==> config.mk <==
export PLATFORM = sky130hd
export DESIGN_NAME = burst_sram_pipe
export DESIGN_NICKNAME = d
export VERILOG_FILES = /design/src/rtl/bsram_pkg.sv /design/src/rtl/bsram_ctl.sv /design/src/rtl/bsram_array.sv /design/src/rtl/bsram_oe_pipe.sv /design/src/rtl/burst_sram_pipe.sv
export SDC_FILE = /design/constraint.sdc
export NUM_CORES = 1
export LEC_CHECK = 0
export ABC_AREA = 1
export BUFFER_PORTS_ARGS = -buffer_cell sky130_fd_sc_hd__clkbuf_2
export CORE_MARGIN = 1.5
export CORE_UTILIZATION = 40
export CTS_CLUSTER_DIAMETER = 40
export DETAILED_ROUTE_END_ITERATION = 6
export HOLD_SLACK_MARGIN = 0.05
export PLACE_DENSITY_LB_ADDON = 0.12
export SKIP_CTS_REPAIR_TIMING = 1
export SYNTH_ARGS = -nofsm -noshare
export SYNTH_HDL_FRONTEND = slang
export SYNTH_SLANG_ARGS = --single-unit
==> constraint.sdc <==
create_clock -name clk -period 2.7 [get_ports clk]
set_input_delay 0.135 -clock clk [delete_from_list [all_inputs] [get_ports clk]]
set_output_delay 0.135 -clock clk [all_outputs]
set_load 0.02 [all_outputs]
==> src/rtl/bsram_pkg.sv <==
package bsram_pkg;

  // Operation held in the first pipeline stage.
  typedef enum logic [1:0] {
    OP_IDLE  = 2'd0,
    OP_READ  = 2'd1,
    OP_WRITE = 2'd2
  } bsram_op_e;

endpackage

==> src/rtl/bsram_ctl.sv <==
module bsram_ctl
  import bsram_pkg::*;
#(
  parameter int ADDR_W = 4,
  parameter int LANES  = 4,
  parameter int LANE_W = 9,
  localparam int DATA_W = LANES * LANE_W
) (
  input  logic              clk,
  input  logic              rst_n,
  input  logic              sleep,
  input  logic              sel_pri_n,
  input  logic              sel_sec_n,
  input  logic              sel_hi,
  input  logic [ADDR_W-1:0] addr,
  input  logic              wr_all_n,
  input  logic              wr_byte_n,
  input  logic [LANES-1:0]  lane_wr_n,
  input  logic [DATA_W-1:0] wr_data,
  output logic              sel_now,
  output bsram_op_e         s1_op,
  output logic [ADDR_W-1:0] s1_addr,
  output logic [LANES-1:0]  s1_mask,
  output logic [DATA_W-1:0] s1_wdata
);

  logic [LANES-1:0]  mask_d;
  bsram_op_e         op_d;
  logic [ADDR_W-1:0] addr_d;
  logic [LANES-1:0]  mask_nx;
  logic [DATA_W-1:0] wdata_d;

  // Select decode: all three selects must agree, and sleep blocks the cycle.
  assign sel_now = !sel_pri_n && !sel_sec_n && sel_hi && !sleep;

  // Two-tier lane decode: the whole-word write overrides, otherwise the
  // qualifier and the lane enable must both be active.
  for (genvar g = 0; g < LANES; g++) begin : g_lane_dec
    assign mask_d[g] = !wr_all_n || (!wr_byte_n && !lane_wr_n[g]);
  end

  always_comb begin
    op_d    = OP_IDLE;
    addr_d  = s1_addr;
    mask_nx = s1_mask;
    wdata_d = s1_wdata;
    if (sel_now) begin
      op_d    = (|mask_d) ? OP_WRITE : OP_READ;
      addr_d  = addr;
      mask_nx = mask_d;
      wdata_d = wr_data;
    end
  end

  always_ff @(posedge clk or negedge rst_n) begin
    if (!rst_n) begin
      s1_op    <= OP_IDLE;
      s1_addr  <= '0;
      s1_mask  <= '0;
      s1_wdata <= '0;
    end else begin
      s1_op <= op_d;
      if (sel_now) begin
        s1_addr  <= addr_d;
        s1_mask  <= mask_nx;
        s1_wdata <= wdata_d;
      end
    end
  end

  AST_GLOBAL_ALL_LANES: assert property (@(posedge clk) disable iff (!rst_n)
    (sel_now && !wr_all_n) |=> (s1_op == OP_WRITE && (&s1_mask)));

  AST_LANES_NEED_QUAL: assert property (@(posedge clk) disable iff (!rst_n)
    (sel_now && wr_all_n && wr_byte_n) |=> (s1_op == OP_READ));

  AST_BAD_SELECT_IDLE: assert property (@(posedge clk) disable iff (!rst_n)
    (!sel_hi || sel_pri_n || sel_sec_n) |=> (s1_op == OP_IDLE));

  AST_SLEEP_IDLE: assert property (@(posedge clk) disable iff (!rst_n)
    sleep |=> (s1_op == OP_IDLE));

endmodule

==> src/rtl/bsram_array.sv <==
module bsram_array
  import bsram_pkg::*;
#(
  parameter int ADDR_W = 4,
  parameter int LANES  = 4,
  parameter int LANE_W = 9,
  localparam int DATA_W = LANES * LANE_W,
  localparam int DEPTH  = 1 << ADDR_W
) (
  input  logic              clk,
  input  logic              rst_n,
  input  logic              sleep,
  input  bsram_op_e         s1_op,
  input  logic [ADDR_W-1:0] s1_addr,
  input  logic [LANES-1:0]  s1_mask,
  input  logic [DATA_W-1:0] s1_wdata,
  output logic [DATA_W-1:0] rd_q
);

  logic [DATA_W-1:0] mem [DEPTH];
  logic              wr_fire;
  logic              rd_fire;
  logic [DATA_W-1:0] rd_d;

  // A stage-one operation commits only if sleep is low at this edge.
  assign wr_fire = (s1_op == OP_WRITE) && !sleep;
  assign rd_fire = (s1_op == OP_READ)  && !sleep;

  // Storage: lane-masked write, no reset on the array.
  always_ff @(posedge clk) begin
    if (wr_fire) begin
      for (int i = 0; i < LANES; i++) begin
        if (s1_mask[i]) begin
          mem[s1_addr][i*LANE_W +: LANE_W] <= s1_wdata[i*LANE_W +: LANE_W];
        end
      end
    end
  end

  // Output register: second pipeline stage.
  always_comb begin
    rd_d = rd_q;
    if (rd_fire) begin
      rd_d = mem[s1_addr];
    end
  end

  always_ff @(posedge clk or negedge rst_n) begin
    if (!rst_n) begin
      rd_q <= '0;
    end else if (rd_fire) begin
      rd_q <= rd_d;
    end
  end

  AST_OUTREG_HOLDS: assert property (@(posedge clk) disable iff (!rst_n)
    (s1_op != OP_READ) |=> $stable(rd_q));

endmodule

==> src/rtl/bsram_oe_pipe.sv <==
module bsram_oe_pipe (
  input  logic clk,
  input  logic rst_n,
  input  logic sleep,
  input  logic sel_now,
  input  logic s1_read,
  input  logic out_en_n,
  output logic drive
);

  logic en_q;
  logic en_d;

  // Enable needs a read already in stage one and a still-valid selection,
  // so turning on takes two edges while turning off takes one.
  assign en_d = s1_read && sel_now && !sleep;

  always_ff @(posedge clk or negedge rst_n) begin
    if (!rst_n) begin
      en_q <= 1'b0;
    end else begin
      en_q <= en_d;
    end
  end

  // Output enable and sleep act without a clock.
  assign drive = en_q && !out_en_n && !sleep;

  AST_ENABLE_TWO_EDGES: assert property (@(posedge clk) disable iff (!rst_n)
    $rose(en_q) |-> $past(s1_read));

  AST_DESELECT_OFF: assert property (@(posedge clk) disable iff (!rst_n)
    !sel_now |=> !en_q);

  AST_WAKE_RESTART: assert property (@(posedge clk) disable iff (!rst_n)
    $fell(sleep) |-> !en_q);

endmodule

==> src/rtl/burst_sram_pipe.sv <==
module burst_sram_pipe
  import bsram_pkg::*;
#(
  parameter int ADDR_W    = 4,
  parameter int LANES     = 4,
  parameter int LANE_BITS = 8,
  localparam int LANE_W   = LANE_BITS + 1,
  localparam int DATA_W   = LANES * LANE_W
) (
  input  logic              clk,
  input  logic              rst_n,
  input  logic              sleep,
  input  logic              sel_pri_n,
  input  logic              sel_sec_n,
  input  logic              sel_hi,
  input  logic [ADDR_W-1:0] addr,
  input  logic              wr_all_n,
  input  logic              wr_byte_n,
  input  logic [LANES-1:0]  lane_wr_n,
  input  logic [DATA_W-1:0] wr_data,
  input  logic              out_en_n,
  output logic [DATA_W-1:0] rd_data,
  output logic              rd_drive
);

  logic              sel_now;
  bsram_op_e         s1_op;
  logic [ADDR_W-1:0] s1_addr;
  logic [LANES-1:0]  s1_mask;
  logic [DATA_W-1:0] s1_wdata;
  logic [DATA_W-1:0] rd_q;

  bsram_ctl #(
    .ADDR_W (ADDR_W),
    .LANES  (LANES),
    .LANE_W (LANE_W)
  ) i_ctl (
    .clk       (clk),
    .rst_n     (rst_n),
    .sleep     (sleep),
    .sel_pri_n (sel_pri_n),
    .sel_sec_n (sel_sec_n),
    .sel_hi    (sel_hi),
    .addr      (addr),
    .wr_all_n  (wr_all_n),
    .wr_byte_n (wr_byte_n),
    .lane_wr_n (lane_wr_n),
    .wr_data   (wr_data),
    .sel_now   (sel_now),
    .s1_op     (s1_op),
    .s1_addr   (s1_addr),
    .s1_mask   (s1_mask),
    .s1_wdata  (s1_wdata)
  );

  bsram_array #(
    .ADDR_W (ADDR_W),
    .LANES  (LANES),
    .LANE_W (LANE_W)
  ) i_array (
    .clk      (clk),
    .rst_n    (rst_n),
    .sleep    (sleep),
    .s1_op    (s1_op),
    .s1_addr  (s1_addr),
    .s1_mask  (s1_mask),
    .s1_wdata (s1_wdata),
    .rd_q     (rd_q)
  );

  bsram_oe_pipe i_oe (
    .clk      (clk),
    .rst_n    (rst_n),
    .sleep    (sleep),
    .sel_now  (sel_now),
    .s1_read  (s1_op == OP_READ),
    .out_en_n (out_en_n),
    .drive    (rd_drive)
  );

  assign rd_data = rd_drive ? rd_q : '0;

  AST_SLEEP_DARK: assert property (@(posedge clk) disable iff (!rst_n)
    sleep |-> !rd_drive);

endmodule

==> flow_metrics.tcl <==
set metrics [dict create \
    outcome "complete, but fails checks" \
    violations "hold timing" \
    ir_drop_mv 0.485 \
    grt_max_degree 110 \
    drtIter0Drc 1216 \
    clk_latency_ns 0.66 \
    antenna_found_initial 0 \
    relSlewSlack 0.479 \
    startpoint_type "flop" \
    worstHoldPathType "primary input to flop" \
    ys_types 16 \
    power_density_nw_per_um2 877 \
    power_frac_seq 0.419 \
    rows 95 \
    synthCells 2697 \
    hold_ws_ns -0.00623 \
    post-place-ws_ns 0.625 \
    hpwl_um 42400 \
    p_int_mw 21.4 \
    synth_fp_nets 2750 \
    dieArea_um2 69700 \
    ant_nets 0 \
    drt-pass1-iter-count 6 \
    clockBufferDepth 3 \
    area_delta_synth_final_pct 22.7 \
    grt_pass1_wl_um 111000 \
    cp_max_fo 23 \
    dieWidth_um 264 \
    p_clk_frac 0.469 \
    combPwrFrac 0.112 \
    htreeDepth 3 \
    rsz0062_at_grt "false" \
    wirelength_um 73100 \
    fin_crit_sh 0.794 \
    netlist_area_um2 27300 \
    clkSinkCount 659 \
    worst_slack_ns 0.557 \
    finalSetupViolations 0 \
    grt_pass1_vias 18300 \
    start_util 0.405 \
    clock-root-buffer "clkbuf_16" \
    static-leakage-power_nw 14.4 \
    yosysWarningCount 0 \
    fp.coreArea_um2 67300 \
    die_h_um 264 \
    crit_type "flop to flop" \
    drive_gt1_frac 0.131 \
    worstSetupEndpointType "flop" \
    worstPathRequired_ns 3.03 \
    arrival_ns 2.47 \
    drc 0 \
    worstMarginPinSlew_ns 0.774 \
    diodes 0 \
    track_usage 0.212 \
    gp_congestion 0.794 \
    avgSynthCellArea_um2 10.1 \
    period_needed_ns 2.14 \
    ys_seq_elements 659 \
    fin_util 0.497 \
    drv_cap 0 \
    power.switching_mw 7.97 \
    cts_tree "yes" \
    clkTransAtPathRegs_ns 0.05 \
    synth-seq-area-share 0.711 \
    worst_clock_skew_ns 0.0205 \
    hold_viol_final 1 \
    vias 18800 \
    switching_share 0.272 \
    grt_overflow 0 \
    cts_buffers 107 \
    final_nets 2983 \
    drv_slew 0 \
    fmax_mhz 467 \
    portBuffers 89 \
    fin_setup_tns_ns 0 \
    wl_per_cell_um 18.7 \
    viasPerCell 4.81 \
    pin_count 90 \
]
-- through the flow --
step / total power [mW] / instances / instance area, um^2
finish: 29.3 / 3898 / 33400
global route: 30.5 / 3898 / 33400
CTS: 29.6 / 3839 / 32800
detailed placement: 15.7 / 3635 / 29200
global placement: 15.7 / 3635 / 29200
floorplan: 14.4 / 2697 / 27300
-- cell families after synthesis --
family | Yosys count | synth area share
flops | 659 | 0.711
compound gates | 8 | 0.00147
simple gates | 1814 | 0.254
buf+inv | 216 | 0.0341
-- worst max-delay path, cell delays in order, from the launching register on --
cell	delay, ns
dfrtp_4	0.65
nand2_1	0.12
inv_2	0.27
nand2_1	0.34
nor2_1	0.18
buf_4	0.25
-- cells in the final DEF (no fill, tap or decap), types with 2 or more instances in the layout --
| cell type | n |
|---|---|
| dlygate4sd3_1 | 59 |
| nand3_1 | 72 |
| buf_4 | 97 |
| clkbuf_1 | 10 |
| nor2_4 | 4 |
| inv_1 | 80 |
| dfrtp_1 | 81 |
| inv_8 | 2 |
| bufinv_16 | 13 |
| clkinv_1 | 8 |
| o21ai_0 | 8 |
| clkinvlp_4 | 21 |
| clkbuf_2 | 88 |
| nand2_1 | 1557 |
| clkinv_2 | 15 |
| inv_6 | 15 |
| inv_2 | 4 |
| nor2_1 | 178 |
| clkbuf_16 | 109 |
| edfxtp_1 | 576 |
| clkinv_4 | 10 |
| buf_12 | 10 |
| dfrtp_4 | 2 |
-- power groups by stage --
| stage | sequential (mW) | combinational (mW) | clock [mW] |
|---|---|---|---|
| 2_1_floorplan | 12.1 | 2.24 | 0 |
| 3_3_place_gp | 12.5 | 3.23 | 0 |
| 3_5_place_dp | 12.5 | 3.24 | 0 |
| 4_1_cts | 12.3 | 3.25 | 14.0 |
| 5_1_grt | 12.4 | 3.72 | 14.5 |
| 6_report | 12.3 | 3.28 | 13.8 |
-- layer usage --
metal	GRT usage	vias up	routed length (um)
met5	0	-	0
met4	0.0676	0	2010
met3	0.0460	141	4380
met2	0.341	471	34300
met1	0.285	9012	32400
li1	-	9136	-
-- cell usage after synthesis --
library cell | n | area, um^2
buf_2 | 61 | 305
buf_6 | 1 | 11.3
inv_2 | 4 | 15.0
nand2_1 | 1558 | 5850
nor2_1 | 182 | 683
o21ai_0 | 8 | 40.0
nor3_4 | 1 | 16.3
edfxtp_1 | 576 | 17300
nor3_1 | 1 | 5.00
buf_4 | 9 | 67.6
clkinv_1 | 1 | 3.75
inv_1 | 81 | 304
clkbuf_1 | 51 | 191
buf_1 | 8 | 30.0
nand3_1 | 72 | 360
dfrtp_1 | 83 | 2080
-- cell type report --
class	count	area (um^2)
tap	873	1090
sequential	659	19400
inverter	86	333
multi-input combinational	1822	6990
clock inverter	84	903
clock buffer	120	2780
timing repair buffer	254	1960
fill	6138	33800
-- sequential cells by signal, indices dropped and copies added, names as in the netlist --
register        flops
i_array.mem       576
i_array.rd_q       36
i_ctl.s1_wdata     36
i_ctl.s1_addr       4
i_ctl.s1_mask       4
i_ctl.s1_op         2
i_oe.en_q           1
-- path summary, 6_finish.rpt --
kind	startpoint	end	slack [ns]	cells past startpoint
max	i_ctl.s1_addr[1]	i_array.mem[3][29]	0.56	5
min	addr[1]	i_ctl.s1_addr[1]	-0.006	3
min in group asynchronous	rst_n	i_ctl.s1_wdata[13]	0.09	2
min reg2reg	i_ctl.s1_mask[1]	i_ctl.s1_mask[1]	0.48	2
max reg2reg	i_ctl.s1_addr[1]	i_array.mem[3][29]	0.56	5
max in group asynchronous	rst_n	i_ctl.s1_wdata[29]	1.86	3
(Power assumes the default switching activity.)
